`src/rtl/burst_addr_pkg.sv`:
```
package burst_addr_pkg;
    localparam int BEAT_W = 2;

    typedef enum logic [2:0] {
        ST_EMPTY = 3'd0,
        ST_BEAT0 = 3'd1,
        ST_BEAT1 = 3'd2,
        ST_BEAT2 = 3'd3,
        ST_BEAT3 = 3'd4
    } burst_state_t;
endpackage

```
`src/rtl/burst_beat_fsm.sv`:
```
module burst_beat_fsm
    import burst_addr_pkg::*;
(
    input  logic              clk,
    input  logic              rst_n,
    input  logic              en,
    input  logic              load,
    output logic [BEAT_W-1:0] beat,
    output logic              valid
);
    burst_state_t state_q, state_d;

    // State register: frozen whenever the block is stalled.
    always_ff @(posedge clk or negedge rst_n) begin
        if (!rst_n)
            state_q <= ST_EMPTY;
        else if (en)
            state_q <= state_d;
    end

    // Next-state logic: LOAD from anywhere, otherwise STEP or WRAP.
    always_comb begin
        state_d = state_q;
        if (load) begin
            state_d = ST_BEAT0;
        end else begin
            unique case (state_q)
                ST_EMPTY: state_d = ST_EMPTY;
                ST_BEAT0: state_d = ST_BEAT1;
                ST_BEAT1: state_d = ST_BEAT2;
                ST_BEAT2: state_d = ST_BEAT3;
                ST_BEAT3: state_d = ST_BEAT0;
                default:  state_d = ST_EMPTY;
            endcase
        end
    end

    // Outputs decoded from the current state.
    always_comb begin
        beat  = '0;
        valid = 1'b1;
        unique case (state_q)
            ST_EMPTY: valid = 1'b0;
            ST_BEAT0: beat  = 2'd0;
            ST_BEAT1: beat  = 2'd1;
            ST_BEAT2: beat  = 2'd2;
            ST_BEAT3: beat  = 2'd3;
            default:  valid = 1'b0;
        endcase
    end
endmodule

```
`src/rtl/burst_base_reg.sv`:
```
module burst_base_reg #(
    parameter int ADDR_W = 20
) (
    input  logic              clk,
    input  logic              rst_n,
    input  logic              capture,
    input  logic [ADDR_W-1:0] addr_in,
    output logic [ADDR_W-1:0] base
);
    always_ff @(posedge clk or negedge rst_n) begin
        if (!rst_n)
            base <= '0;
        else if (capture)
            base <= addr_in;
    end
endmodule

```
`src/rtl/burst_order_map.sv`:
```
module burst_order_map
    import burst_addr_pkg::*;
(
    input  logic              interleave,
    input  logic [BEAT_W-1:0] start,
    input  logic [BEAT_W-1:0] beat,
    output logic [BEAT_W-1:0] low
);
    logic [BEAT_W-1:0] lin_low;
    logic [BEAT_W-1:0] xor_low;

    assign lin_low = start + beat;
    assign xor_low = start ^ beat;
    assign low     = interleave ? xor_low : lin_low;
endmodule

```
`src/rtl/burst_addr_gen.sv`:
```
module burst_addr_gen
    import burst_addr_pkg::*;
#(
    parameter int ADDR_W = 20
) (
    input  logic              clk,
    input  logic              rst_n,
    input  logic              stall_i,
    input  logic              advance_i,
    input  logic              mode_i,
    input  logic [ADDR_W-1:0] addr_i,
    output logic [ADDR_W-1:0] addr_o,
    output logic [BEAT_W-1:0] beat_o,
    output logic              valid_o
);
    localparam int UPPER_W = ADDR_W - BEAT_W;

    logic              en;
    logic              load;
    logic [ADDR_W-1:0] base;
    logic [BEAT_W-1:0] low;

    assign en   = !stall_i;
    assign load = !advance_i;

    burst_beat_fsm u_fsm (
        .clk   (clk),
        .rst_n (rst_n),
        .en    (en),
        .load  (load),
        .beat  (beat_o),
        .valid (valid_o)
    );

    burst_base_reg #(.ADDR_W(ADDR_W)) u_base (
        .clk     (clk),
        .rst_n   (rst_n),
        .capture (en && load),
        .addr_in (addr_i),
        .base    (base)
    );

    burst_order_map u_map (
        .interleave (mode_i),
        .start      (base[BEAT_W-1:0]),
        .beat       (beat_o),
        .low        (low)
    );

    generate
        if (UPPER_W > 0) begin : g_upper
            assign addr_o = {base[ADDR_W-1:BEAT_W], low};
        end else begin : g_low_only
            assign addr_o = low;
        end
    endgenerate
endmodule

```
`config.mk`:
```
export PLATFORM = sky130hd
export DESIGN_NAME = burst_addr_gen
export DESIGN_NICKNAME = d
export VERILOG_FILES = /design/src/rtl/burst_addr_pkg.sv /design/src/rtl/burst_beat_fsm.sv /design/src/rtl/burst_base_reg.sv /design/src/rtl/burst_order_map.sv /design/src/rtl/burst_addr_gen.sv
export SDC_FILE = /design/constraint.sdc
export NUM_CORES = 1
export LEC_CHECK = 0
export BUFFER_PORTS_ARGS = -buffer_cell sky130_fd_sc_hd__buf_2
export CAP_MARGIN = 15
export CORE_MARGIN = 5
export CORE_UTILIZATION = 49
export DETAILED_ROUTE_END_ITERATION = 8
export GPL_TIMING_DRIVEN = 0
export PLACE_DENSITY = 0.83
export SYNTH_ARGS = -nofsm -noshare
export SYNTH_HDL_FRONTEND = slang
export SYNTH_HIERARCHICAL = 1
export SYNTH_SLANG_ARGS = --single-unit
```
`constraint.sdc`:
```
create_clock -name clk -period 3.6 [get_ports clk]
set_clock_uncertainty 0.2 [all_clocks]
set_input_delay 0.72 -clock clk [delete_from_list [all_inputs] [get_ports clk]]
set_output_delay 0.72 -clock clk [all_outputs]
set_load 0.03 [all_outputs]
```
======== Word-level counts from Yosys, hierarchy flattened ========
Cells that the tools add are included.
cells by class
  reduce and logical (&&, ||, !) cells .... 4
  multiplexer cells ....................... 5
  bitwise operators ....................... 1
  eq/ne operators ......................... 4
  $add $sub $neg .......................... 1
operators with widths
  kind                number
  $pmux 3 s4          1
  $eq 3x2->1 const B  2
  $pmux 2 s3          1
  $reduce_or 4->1     1
  $eq 3x1->1 const B  1
  $eq 3x3->1 const B  1
  $mux 3              1
  $add 2x2->2         1
  $logic_not 1->1     2
  $mux 2              1
  $xor 2x2->2         1
  $logic_and 1x1->1   1
  $mux 1              1
storage, ports and cells
  output and inout port bits .............. 23
  word-level logic and storage cells ...... 17
  bits in registers ....................... 23

======== Logic depth before layout (Yosys ltp) ========
  depth in word-level cells ............... 4
  mapped depth ............................ 5

======== Hierarchy ========
Netlist, hierarchy kept.
by module, submodules not included
  module           cells each  seq. area each (µm²)  area each (µm²)  times used
  burst_base_reg   42          500.5                 823.3            1
  burst_beat_fsm   17          75.1                  182.7            1
  burst_order_map  4           0.0                   36.3             1
  burst_addr_gen   3           0.0                   11.3             1

======== Worst setup path before layout ========
OpenSTA, ideal clock, no wires.
  kind .................................... reg-to-output
  from .................................... reg u_fsm.state_q[0]
  to ...................................... out addr_o[1]
  stages on the path, launching flop included .. 5
  path buffers ............................ 0
  setup slack ............................. 0.575 ns
  arrival ................................. 2.105 ns
  path through ............................ dfrtp_1 > nand2b_1 > o21ai_0 > xnor2_1 > xnor2_1
between the ends
  longest elaborated chain between the ends .. 4
  elaborated cells on any way between the ends .. 7
ends and longest elaborated chain
  element                                            RTL line                                      source
  start, declared                                    burst_beat_fsm.sv:11                          burst_state_t state_q, state_d;
  start signal, assigned                             burst_beat_fsm.sv:18                          state_q <= state_d;
  $eq 3x3->1 / $eq 3x2->1 (equally long branches)    burst_beat_fsm.sv:42                          unique case (state_q)
  $pmux 2 s3 *                                       burst_beat_fsm.sv:42
  net beat_o[1]                                      burst_addr_gen.sv:13                          output logic [BEAT_W-1:0] beat_o,
  $add 2x2->2 / $xor 2x2->2 (equally long branches)  burst_order_map.sv:12, burst_order_map.sv:13
  $mux 2 *                                           burst_order_map.sv:14                         assign low = interleave ? xor_low : lin_low;
  end, declared                                      burst_addr_gen.sv:12                          output logic [ADDR_W-1:0] addr_o,
Mark *: on every way through the listed nets, which the timed path passes. The rest lies on a longest branch.

======== Final worst setup path ========
  from .................................... reg u_fsm.state_q[1]
  to ...................................... out addr_o[1]
between the ends
  longest elaborated chain between the ends .. 4
  elaborated cells on any way between the ends .. 7
ends and longest elaborated chain
  element                                            RTL line
  $eq 3x3->1 / $eq 3x2->1 (equally long branches)    burst_beat_fsm.sv:42
  $pmux 2 s3 *                                       burst_beat_fsm.sv:42
  $add 2x2->2 / $xor 2x2->2 (equally long branches)  burst_order_map.sv:12, burst_order_map.sv:13
  $mux 2 *                                           burst_order_map.sv:14
Mark *: on every way between the ends. The rest lies on a longest branch, timed or not.

==> summary.txt <==
Global routing
  • Number of global-route vias before repair: 701
  • First-pass GRT wire length: about 3.2 mm
  • Total GRT Usage: a little over an eighth
  • Antenna violations before repair: 0
  • Total grt overflow: 0
  • Largest net degree at the start of global routing: 24

Timing
  • Worst rel slew slack: between 60% and 70%
  • Worst slew pin tran: 0.4813 ns
  • Hold_ws: approximately 0.16 ns
  • Tcrit/Tclk final: 75.73%
  • Fmax: between 0.3 and 0.4 GHz
  • Max-slew violation count: 0
  • RSZ-0062 raised after global routing: no
  • Hold Violations, Final: 0
  • Final min period: 2.726 ns
  • Final TNS setup: 0 ns
  • Setup Viol. Count Final: 0

Floorplan
  • Core region area: 2002 µm²
  • Die Height: 56.37 µm
  • Die width: 56.37 µm
  • Initial Util: 52.62%
  • Number of I/O pins: 48
  • # rows: 16
  • DIE AREA: 3178 µm²

Routing
  • Vias: around 670
  • Final antenna-violating net count: 0
  • TritonRoute pass-1 iters: 3
  • Post-route DRC: 0
  • Drt initial violations: 15
  • Wirelength per Cell: ~14 µm
  • WL final: between 1.5 and 2 mm
  • Via density: around 4.7

Cells and area
  • Area Growth Syn to Fin: 28.15%
  • Storage element area: 575.6 µm²
  • FILL cells: 150
  • Fin nets: 144
  • Layout cell share with drive strength beyond 1: 63.25%
  • Footprint of the multi-input gates: around 440 µm²
  • Antenna Cells: 0

Yosys
  • Synth Instances: 66
  • Synth Cell Area: 1054 µm²
  • Syn_nets: between 90 and 100
  • Distinct cells, synth: 17
  • Syn. warnings: 6
  • Sequential-to-total area share from yosys stat: 54.63%
  • Syn_area_per_cell: 15.96 µm²
  • Post-synthesis register bit count: 23

Clock network
  • Post-CTS sizing: 0
  • CTS tree: done
  • Setup bufs post-CTS: 0
  • Clock Path Buffers: 2
  • Clock buffer count from CTS: 3
  • Hold Buf Count CTS: 0
  • Worst skew pair latency: slightly below 0.3 ns
  • Clock transition at the registers of the reported paths: 0.11 ns
  • CTS H-tree lvls: 1
  • Root Driver: clkbuf_4
  • Clock sink count: 23

Setup path
  • Crit. End Element: primary output
  • Data arrival time of the critical path: 1.81 ns
  • Crit start category: flop
  • Worst-path fanout max: 7
  • R2r setup slk: between 2 and 2.5 ns
  • Req. time, crit path: approximately 2.7 ns
  • Crit path kind: flop to primary output

Place
  • Buffers on Ports: 47
  • Gp weighted congestion: around 0.72
  • Post-DP HPWL: 1.564 mm

Min path
  • Type of the worst min-delay path: primary input to asynchronous set/reset pin

Power and ir drop
  • Total chip power: approximately 790 µW
  • Worst VDD drop: 0.3110 mV
  • PD cells: 582.0 nW/µm²
  • P_leak: 0.7030 nW

Outcome
  • Status: finished, final reports clean

Job
  • Max Cap Violations: 0
==> cells in the mapped netlist, drive strengths merged <==
cell	count	share of area, %
a22o	1	0.83
and4bb	1	1.2
buf	2	2.1
dfrtp	23	55
ha	1	1.2
inv	3	1.1
mux2	20	29
mux2i	1	0.95
nand2b	1	0.59
nand3b	1	0.71
nor2	3	1.1
nor2b	1	0.59
o21a	1	0.71
o21ai	1	0.47
o311ai	1	0.83
o31ai	1	1.2
xnor2	4	3.3
==> worst max-delay path, cell delays in order, from the launching register on <==
cell,delay [ns]
dfrtp_1,0.47
xnor2_1,0.28
nor2_1,0.09
ha_1,0.20
nor2b_1,0.13
xnor2_1,0.12
buf_2,0.21
==> per-layer routing <==
layer / GRT usage (%) / wire length (µm) / vias to the layer above
li1: - / - / 336
met3: 4.128 / 171 / 2
met2: 21.37 / 952 / 26
met1: 15.82 / 852 / 310
met5: 0 / 0 / -
met4: 6.102 / 10 / 0
==> stage by stage <==
stage	instances	cell area [µm²]	worst slack (ns)	util [%]
6_report	144	1350	0.8736	67.44
5_1_grt	144	1350	0.7262	67.44
4_1_cts	144	1350	0.8514	67.44
3_5_place_dp	140	1323	1.212	66.06
3_3_place_gp	140	1323	1.254	66.06
2_1_floorplan	66	1054	0.5753	-
==> state kept, by name, indices dropped and copies added, names as in the netlist <==
register and count:
u_base/base 20, u_fsm/state_q 3
==> cells in the final DEF (no fill, tap or decap) <==
cell / count
buf_6: 2
o31ai_2: 1
nor2b_1: 1
clkinv_2: 1
nand3b_1: 1
xnor2_1: 4
o311ai_1: 1
and4bb_1: 1
mux2i_1: 1
buf_2: 47
nand2b_1: 1
dfrtp_1: 23
o21a_1: 1
clkbuf_4: 3
inv_1: 3
ha_1: 1
o21ai_0: 1
nor2_1: 3
mux2_4: 20
a22o_1: 1
==> where the power goes <==
group	internal, mW	switching [mW]
combinational	0.135	0.199
sequential	0.302	0.0392
clock	0.0414	0.0691
total	0.478	0.308
==> area by class of cell <==
cell class              instances  area share [%]
multi-input cells              38           32.90
plain buffers                   2           1.668
flip-flops and latches         23           42.63
well taps                      27           2.502
clock inverters                 1          0.3707
clock buffers                   3           1.668
repair buffers                 47           17.42
inverters                       3          0.8341
==> logic make-up (layout without fill, tap and decap cells) <==
family / Yosys count / count (layout) / share of synthesized area [%]
flops: 23 / 23 / 54.63
mux: 21 / 21 / 29.45
simple gates: 7 / 7 / 4.158
compound gates: 5 / 5 / 4.038
buf+inv: 5 / 56 / 3.206
xor+xnor: 4 / 4 / 3.325
fa+ha+maj: 1 / 1 / 1.187
==> final timing paths <==
path | from | endpoint | depth (start not counted)
setup / recovery | u_fsm/state_q[1] | addr_o[1] | 6
hold / removal | rst_n | u_base/base[15] | 1
setup reg to reg | u_fsm/state_q[0] | u_fsm/state_q[2] | 2
hold reg to reg | u_base/base[7] | u_base/base[7] | 1
max in group asynchronous | rst_n | u_base/base[0] | 1
min in group clk | u_base/base[7] | u_base/base[7] | 1
Note: power is estimated with default switching activity, not from simulation.
